`src/rtl/ecc_ram_pkg.sv`:
```
package ecc_ram_pkg;

  typedef enum logic [1:0] {
    INJ_NONE   = 2'b00,
    INJ_SINGLE = 2'b01,
    INJ_DOUBLE = 2'b10
  } inj_mode_e;

  // Hamming parity count: smallest p with 2^p >= data + p + 1
  function automatic int par_bits(int dw);
    int p;
    p = 1;
    while ((1 << p) < dw + p + 1) p++;
    return p;
  endfunction

endpackage

```
`src/rtl/ecc_enc.sv`:
```
module ecc_enc
  import ecc_ram_pkg::*;
#(
  parameter int DATA_W = 32,
  localparam int PAR_W = par_bits(DATA_W),
  localparam int CHK_W = PAR_W + 1
) (
  input  logic [DATA_W-1:0] data_i,
  output logic [CHK_W-1:0]  chk_o
);
  localparam int CW_N = DATA_W + PAR_W;

  logic [PAR_W-1:0] par;

  // data bits occupy the non-power-of-two positions 3,5,6,7,9,...
  always_comb begin
    int j;
    par = '0;
    j = 0;
    for (int pos = 1; pos <= CW_N; pos++) begin
      if ((pos & (pos - 1)) != 0) begin
        for (int i = 0; i < PAR_W; i++) begin
          if (((pos >> i) & 1) == 1) par[i] = par[i] ^ data_i[j];
        end
        j++;
      end
    end
    chk_o = {^{data_i, par}, par};
  end

endmodule

```
`src/rtl/ecc_dec.sv`:
```
module ecc_dec
  import ecc_ram_pkg::*;
#(
  parameter int DATA_W = 32,
  localparam int PAR_W = par_bits(DATA_W),
  localparam int CHK_W = PAR_W + 1
) (
  input  logic [DATA_W-1:0] data_i,
  input  logic [CHK_W-1:0]  chk_i,
  output logic [DATA_W-1:0] data_o,
  output logic              sgl_o,
  output logic              dbl_o
);
  localparam int CW_N = DATA_W + PAR_W;

  logic [CHK_W-1:0] chk_re;
  logic [PAR_W-1:0] syn;
  logic             odd;
  logic             in_range;

  ecc_enc #(.DATA_W(DATA_W)) u_enc (
    .data_i(data_i),
    .chk_o (chk_re)
  );

  assign syn      = chk_re[PAR_W-1:0] ^ chk_i[PAR_W-1:0];
  assign odd      = ^{data_i, chk_i};
  assign in_range = int'(syn) <= CW_N;
  assign sgl_o    = odd && in_range;
  assign dbl_o    = (!odd && syn != '0) || (odd && !in_range);

  always_comb begin
    int j;
    data_o = data_i;
    j = 0;
    for (int pos = 1; pos <= CW_N; pos++) begin
      if ((pos & (pos - 1)) != 0) begin
        if (sgl_o && PAR_W'(pos) == syn) data_o[j] = ~data_i[j];
        j++;
      end
    end
  end

endmodule

```
`src/rtl/ecc_inj.sv`:
```
module ecc_inj
  import ecc_ram_pkg::*;
#(
  parameter int DATA_W = 32
) (
  input  logic              clk_i,
  input  logic              rst_ni,
  input  logic              set_i,
  input  logic [1:0]        mode_i,
  input  logic              we_i,
  output logic [1:0]        pend_o,
  output logic [DATA_W-1:0] mask_o
);
  inj_mode_e pend_q, mode_n;

  always_comb begin
    unique case (mode_i)
      2'b01:   mode_n = INJ_SINGLE;
      2'b10:   mode_n = INJ_DOUBLE;
      default: mode_n = INJ_NONE;
    endcase
  end

  // arming wins over the self-clear of a concurrent write
  always_ff @(posedge clk_i or negedge rst_ni) begin
    if (!rst_ni)    pend_q <= INJ_NONE;
    else if (set_i) pend_q <= mode_n;
    else if (we_i)  pend_q <= INJ_NONE;
  end

  always_comb begin
    mask_o = '0;
    if (we_i) begin
      unique case (pend_q)
        INJ_SINGLE: mask_o[0]   = 1'b1;
        INJ_DOUBLE: mask_o[1:0] = 2'b11;
        default:    mask_o      = '0;
      endcase
    end
  end

  assign pend_o = pend_q;

  assert_inj_load_single_R3: assert property (@(posedge clk_i) disable iff (!rst_ni)
    (set_i && mode_i == 2'b01) |=> pend_o == 2'b01);
  assert_inj_load_double_R3: assert property (@(posedge clk_i) disable iff (!rst_ni)
    (set_i && mode_i == 2'b10) |=> pend_o == 2'b10);
  assert_inj_reserved_R3: assert property (@(posedge clk_i) disable iff (!rst_ni)
    (set_i && mode_i == 2'b11) |=> pend_o == 2'b00);
  assert_inj_self_clear_R4: assert property (@(posedge clk_i) disable iff (!rst_ni)
    (we_i && !set_i) |=> pend_o == 2'b00);
  assert_inj_hold_R4: assert property (@(posedge clk_i) disable iff (!rst_ni)
    (!we_i && !set_i) |=> $stable(pend_o));

endmodule

```
`src/rtl/ecc_mem.sv`:
```
module ecc_mem #(
  parameter int WORD_W = 39,
  parameter int DEPTH  = 64,
  localparam int AW    = $clog2(DEPTH)
) (
  input  logic              clk_i,
  input  logic              we_i,
  input  logic              re_i,
  input  logic [AW-1:0]     addr_i,
  input  logic [WORD_W-1:0] wdata_i,
  output logic [WORD_W-1:0] rdata_o
);
  logic [WORD_W-1:0] mem_q [DEPTH];

  always_ff @(posedge clk_i) begin
    if (we_i) mem_q[addr_i] <= wdata_i;
    if (re_i) rdata_o <= mem_q[addr_i];
  end

endmodule

```
`src/rtl/ecc_ram.sv`:
```
module ecc_ram
  import ecc_ram_pkg::*;
#(
  parameter int DATA_W = 32,
  parameter int DEPTH  = 64,
  localparam int ADDR_W = $clog2(DEPTH)
) (
  input  logic              clk_i,
  input  logic              rst_ni,
  input  logic              ecc_en_i,
  input  logic              inj_set_i,
  input  logic [1:0]        inj_mode_i,
  output logic [1:0]        inj_pend_o,
  input  logic              wr_en_i,
  input  logic              rd_en_i,
  input  logic [ADDR_W-1:0] addr_i,
  input  logic [DATA_W-1:0] wr_data_i,
  output logic [DATA_W-1:0] rd_data_o,
  output logic              rd_valid_o,
  output logic              corr_err_o,
  output logic              uncorr_err_o,
  output logic              err_evt_o
);
  localparam int PAR_W  = par_bits(DATA_W);
  localparam int CHK_W  = PAR_W + 1;
  localparam int WORD_W = DATA_W + CHK_W;

  logic              rd_go;
  logic [CHK_W-1:0]  wr_chk;
  logic [DATA_W-1:0] inj_mask;
  logic [WORD_W-1:0] wr_word, rd_word;
  logic [DATA_W-1:0] fix_data;
  logic              dec_sgl, dec_dbl;
  logic              rvalid_q, en_q;

  assign rd_go = rd_en_i && !wr_en_i;

  ecc_enc #(.DATA_W(DATA_W)) u_enc (
    .data_i(wr_data_i),
    .chk_o (wr_chk)
  );

  ecc_inj #(.DATA_W(DATA_W)) u_inj (
    .clk_i (clk_i),
    .rst_ni(rst_ni),
    .set_i (inj_set_i),
    .mode_i(inj_mode_i),
    .we_i  (wr_en_i),
    .pend_o(inj_pend_o),
    .mask_o(inj_mask)
  );

  // check bits cover the clean data; the fault lands after encoding
  assign wr_word = {wr_chk, wr_data_i ^ inj_mask};

  ecc_mem #(.WORD_W(WORD_W), .DEPTH(DEPTH)) u_mem (
    .clk_i  (clk_i),
    .we_i   (wr_en_i),
    .re_i   (rd_go),
    .addr_i (addr_i),
    .wdata_i(wr_word),
    .rdata_o(rd_word)
  );

  always_ff @(posedge clk_i or negedge rst_ni) begin
    if (!rst_ni) begin
      rvalid_q <= 1'b0;
      en_q     <= 1'b0;
    end else begin
      rvalid_q <= rd_go;
      if (rd_go) en_q <= ecc_en_i;
    end
  end

  ecc_dec #(.DATA_W(DATA_W)) u_dec (
    .data_i(rd_word[DATA_W-1:0]),
    .chk_i (rd_word[WORD_W-1:DATA_W]),
    .data_o(fix_data),
    .sgl_o (dec_sgl),
    .dbl_o (dec_dbl)
  );

  assign rd_data_o    = (en_q && !dec_dbl) ? fix_data : rd_word[DATA_W-1:0];
  assign rd_valid_o   = rvalid_q;
  assign corr_err_o   = rvalid_q && en_q && dec_sgl;
  assign uncorr_err_o = rvalid_q && en_q && dec_dbl;
  assign err_evt_o    = corr_err_o || uncorr_err_o;

  assert_rd_latency_R1: assert property (@(posedge clk_i) disable iff (!rst_ni)
    (rd_en_i && !wr_en_i) |=> rd_valid_o);
  assert_no_spurious_valid_R1: assert property (@(posedge clk_i) disable iff (!rst_ni)
    !(rd_en_i && !wr_en_i) |=> !rd_valid_o);
  assert_write_priority_R10: assert property (@(posedge clk_i) disable iff (!rst_ni)
    (wr_en_i && rd_en_i) |=> !rd_valid_o);
  assert_flags_need_valid_R10: assert property (@(posedge clk_i) disable iff (!rst_ni)
    (corr_err_o || uncorr_err_o) |-> rd_valid_o);
  assert_flags_exclusive_R6: assert property (@(posedge clk_i) disable iff (!rst_ni)
    !(corr_err_o && uncorr_err_o));
  assert_disabled_silent_R7: assert property (@(posedge clk_i) disable iff (!rst_ni)
    (rd_en_i && !wr_en_i && !ecc_en_i) |=> (!corr_err_o && !uncorr_err_o));
  assert_evt_tracks_flags_R9: assert property (@(posedge clk_i) disable iff (!rst_ni)
    err_evt_o == (corr_err_o || uncorr_err_o));
  assert_corr_one_cycle_R5: assert property (@(posedge clk_i) disable iff (!rst_ni)
    (corr_err_o && !(rd_en_i && !wr_en_i)) |=> !corr_err_o);

endmodule

```
`config.mk`:
```
export PLATFORM = sky130hd
export DESIGN_NAME = ecc_ram
export DESIGN_NICKNAME = d
export VERILOG_FILES = /design/src/rtl/ecc_ram_pkg.sv /design/src/rtl/ecc_enc.sv /design/src/rtl/ecc_dec.sv /design/src/rtl/ecc_inj.sv /design/src/rtl/ecc_mem.sv /design/src/rtl/ecc_ram.sv
export SDC_FILE = /design/constraint.sdc
export NUM_CORES = 2
export LEC_CHECK = 0
export BUFFER_PORTS_ARGS = -buffer_cell sky130_fd_sc_hd__buf_4
export CAP_MARGIN = 15
export CORE_ASPECT_RATIO = 1.75
export CORE_UTILIZATION = 60
export CTS_BUF_LIST = sky130_fd_sc_hd__clkbuf_16
export CTS_CLUSTER_DIAMETER = 40
export DETAILED_ROUTE_END_ITERATION = 8
export PLACE_DENSITY = 0.76
export SLEW_MARGIN = 10
export SYNTH_ARGS = -nofsm -noshare
export SYNTH_HDL_FRONTEND = slang
export SYNTH_SLANG_ARGS = --single-unit
```
`constraint.sdc`:
```
create_clock -name clk_i -period 3.5 [get_ports clk_i]
set_input_delay 0.175 -clock clk_i [delete_from_list [all_inputs] [get_ports clk_i]]
set_output_delay 0.175 -clock clk_i [all_outputs]
set_load 0.05 [all_outputs]
```
==> results.toml <==
[route]
ant_nets = 0
avgRoutedWirePerCell_microns = 42.2
drc_errors = 2
wl_mm = 347
vias = 61500
drt_iter0_markers = 12000
via_per_inst = 7.48
dr.pass1.iters = 9

[critical_path]
slowest_delay_ns = 0.50
slowest_stage = "xnor3_2"
crit_path_start_kind = "flip-flop"
crit_buf_inv = 5
cp_max_fo = 8
crit_path_end_kind = "output port"
crit_family = "XOR/XNOR gates"
crit_path_start = "u_mem.rdata_o[28]"
crit_type = "reg -> out"
cp.required_ns = 3.32
arrival_ns = 3.68
crit_chain = "buf_6, buf_4, xor2_2, xnor2_1, xnor3_2, xor2_1, buf_4, nand3_4, buf_4, nor2_4, xor2_1, buf_4"
r2r-start = "u_mem.mem_q[18][10]"
critPathMostFrequentCell = "buf_4"

[global_routing]
grt_usage_pct = 42.0
grt_max_degree = 66
grt_pass1_wl_mm = 468
antenna_found_initial = 14
gr-total-overflow = 0
grt_pass1_vias = 59500

[floorplanning]
die_x_microns = 308
die_y_microns = 537
core_area_sq_um = 162000
rows = 195
die-area_sq_um = 165000
start_util_pct = 60.6
io_pins = 84

[clock_network]
htreeDepth = 4
insertion_delay_ns = 0.89
numCtsBuffers = 209
clockBufferDepth = 4
cts_root_buf = "clkbuf_16"
clock-sinks = 2539
clk_pin_slew_ns = 0.07
cts_tree = "yes"

[outcome]
status = "finished, violations left"
violations = "DRC, hold timing, setup timing"

[yosys]
postSynthCellCount = 5380
ys_top_cells_by_area = "edfxtp_1, mux4_2, mux2i_1, a221oi_1, mux2_2"
synth_seq_cells = 2539
synth_top_area_cell = "edfxtp_1"
synth_warnings = 0
synth_common_cells = "edfxtp_1, nor2_1, mux2i_1, a221oi_1, a21oi_1"
synth_area_per_cell_sq_um = 18.2
async_reset_ff_share_pct = 0.158
yosys.area.top_type_share_pct = 77.6
synth_area_sq_um = 98100
synth_edf_count = 2535
synth.distinct_cells = 60
seq_area_frac_synth_pct = 77.7
yosysMostFrequentCell = "edfxtp_1"
synth_top_flop_cell = "edfxtp_1"
syn_nets = 5427

[finish]
multi_input_area_sq_um = 21800
nets = 5934
regArea_sq_um = 76200
fill_cells = 9480
drive_gt1_share_pct = 22.4
fin_area_sq_um = 114000
syn_to_final_growth_pct = 16.1

[placed_design]
place_hpwl_mm = 204
portBuffers = 83
dpl-instance-area_sq_um = 106000
place.gp.congestion = 0.950

[sta]
fmax_mhz = 260
setup_ws_ns = -0.352
final_hold_viol_count = 27
post-route-period-util_pct = 110
final.min_clock_period_ns = 3.85
final.setup.tns_ns = -9.75
rsz0062_at_grt = "true"
tightest_slew_ns = 1.39
final-setup-viol-count = 35
skew_ns = 0.0418
max_slew_margin_pct = 6.98
finalMaxSlewViolations = 0
whs_ns = -0.0252

[power]
pwr_density_cell_nw_per_um2 = 594
power.leakage_uw = 0.0373
peakVddDrop_mv = 0.935

[worst_hold_path]
hp-class = "in -> reg"
worstHoldStart = "wr_data_i[3]"

[job]
drv_cap = 0
==> cells in the final DEF, fill, tap and decap left out, types with 46 or more instances in the layout <==
cell type / netlist / layout
mux2i_1: 329 / 329
a221oi_1: 292 / 292
o22ai_1: 129 / 129
inv_1: 6 / 46
o21ai_0: 164 / 163
nor2_4: 0 / 87
nand2_1: 133 / 131
mux2_2: 121 / 121
clkbuf_16: 0 / 212
mux4_2: 159 / 159
buf_4: 4 / 453
a22oi_1: 176 / 176
edfxtp_1: 2535 / 2535
a21oi_1: 229 / 229
xnor2_1: 90 / 59
clkinv_1: 1 / 53
nor2_1: 343 / 245
buf_12: 0 / 141
==> logic make-up after synthesis <==
| logic type | share of synthesized area, % |
|---|---|
| DFF | 77.7 |
| muxes | 8.40 |
| xor gates and xnor gates | 1.70 |
| and+or+nand+nor | 2.57 |
| AOI/OAI and AO/OA | 8.12 |
| buffers and inverters | 1.46 |
| adders and majority gates | 0.0128 |
==> area by class of cell <==
class / instances / share of cell area [%]
antenna: 7 / 0.0154
sequential: 2539 / 67.0
clock buffer: 212 / 4.66
inverter: 7 / 0.0319
tap: 2167 / 2.38
clock inverter: 156 / 0.933
multi-input combinational: 2499 / 19.2
timing repair buffer: 631 / 5.82
==> timing repair <==
item	CTS	global route
gates resized for setup	74	35
endpoints found under the hold margin	120	0
buffers inserted	35	12
pin swaps	36	12
endpoints found under the setup margin	35	35
hold buffers	23	0
==> path summary, 6_finish.rpt <==
path,cells after the start,slack (ns),to
max in group asynchronous,3,3.11,u_inj.pend_o[0]
min reg2reg,3,0.74,u_mem.rdata_o[13]
max reg2reg,6,0.81,u_mem.rdata_o[10]
min in group asynchronous,3,0.21,en_q
min,2,-0.03,u_mem.mem_q[42][3]
max,12,-0.35,rd_data_o[12]
==> stage by stage <==
step           setup WS [ns]  power, uW  instances  utilization, %
2_1_floorplan          -1.00      39500       5380               -
3_3_place_gp          0.0276      44200       7772            65.7
3_5_place_dp          0.0687      44500       7772            65.7
4_1_cts               -0.286      66700       8198            70.2
5_1_grt               -0.426      68700       8214            70.3
6_report              -0.352      67600       8218            70.4
==> metal layers <==
metal	global-route usage (%)	vias to the layer above	share of wire [%]
met1	48.6	30200	28
met4	37.1	14	11
met3	12.9	1836	15
met5	0	-	0.027
li1	-	23000	-
met2	63.7	6473	45
==> worst register-to-register path: cells and delay by family, from the launching register on <==
kind                   cells  cell delay [ns]
AOI/OAI and AO/OA          3             0.89
buffers and inverters      1             0.23
muxes                      1             0.32
and+or+nand+nor            1             0.61
DFF                        1             0.37
==> flip-flops by register name, indices dropped and copies added (netlist names) <==
register	count
u_mem.mem_q	2496
u_mem.rdata_o	39
u_inj.pend_o	2
en_q	1
rd_valid_o	1
==> power breakdown <==
group,switching [uW],internal [uW],leakage [uW]
sequential,110,35800,0.0229
combinational,6180,2950,0.0111
clock,10600,11900,0.00328
total,16900,50700,0.0373
No activity file was read; power rests on OpenSTA's default activity.
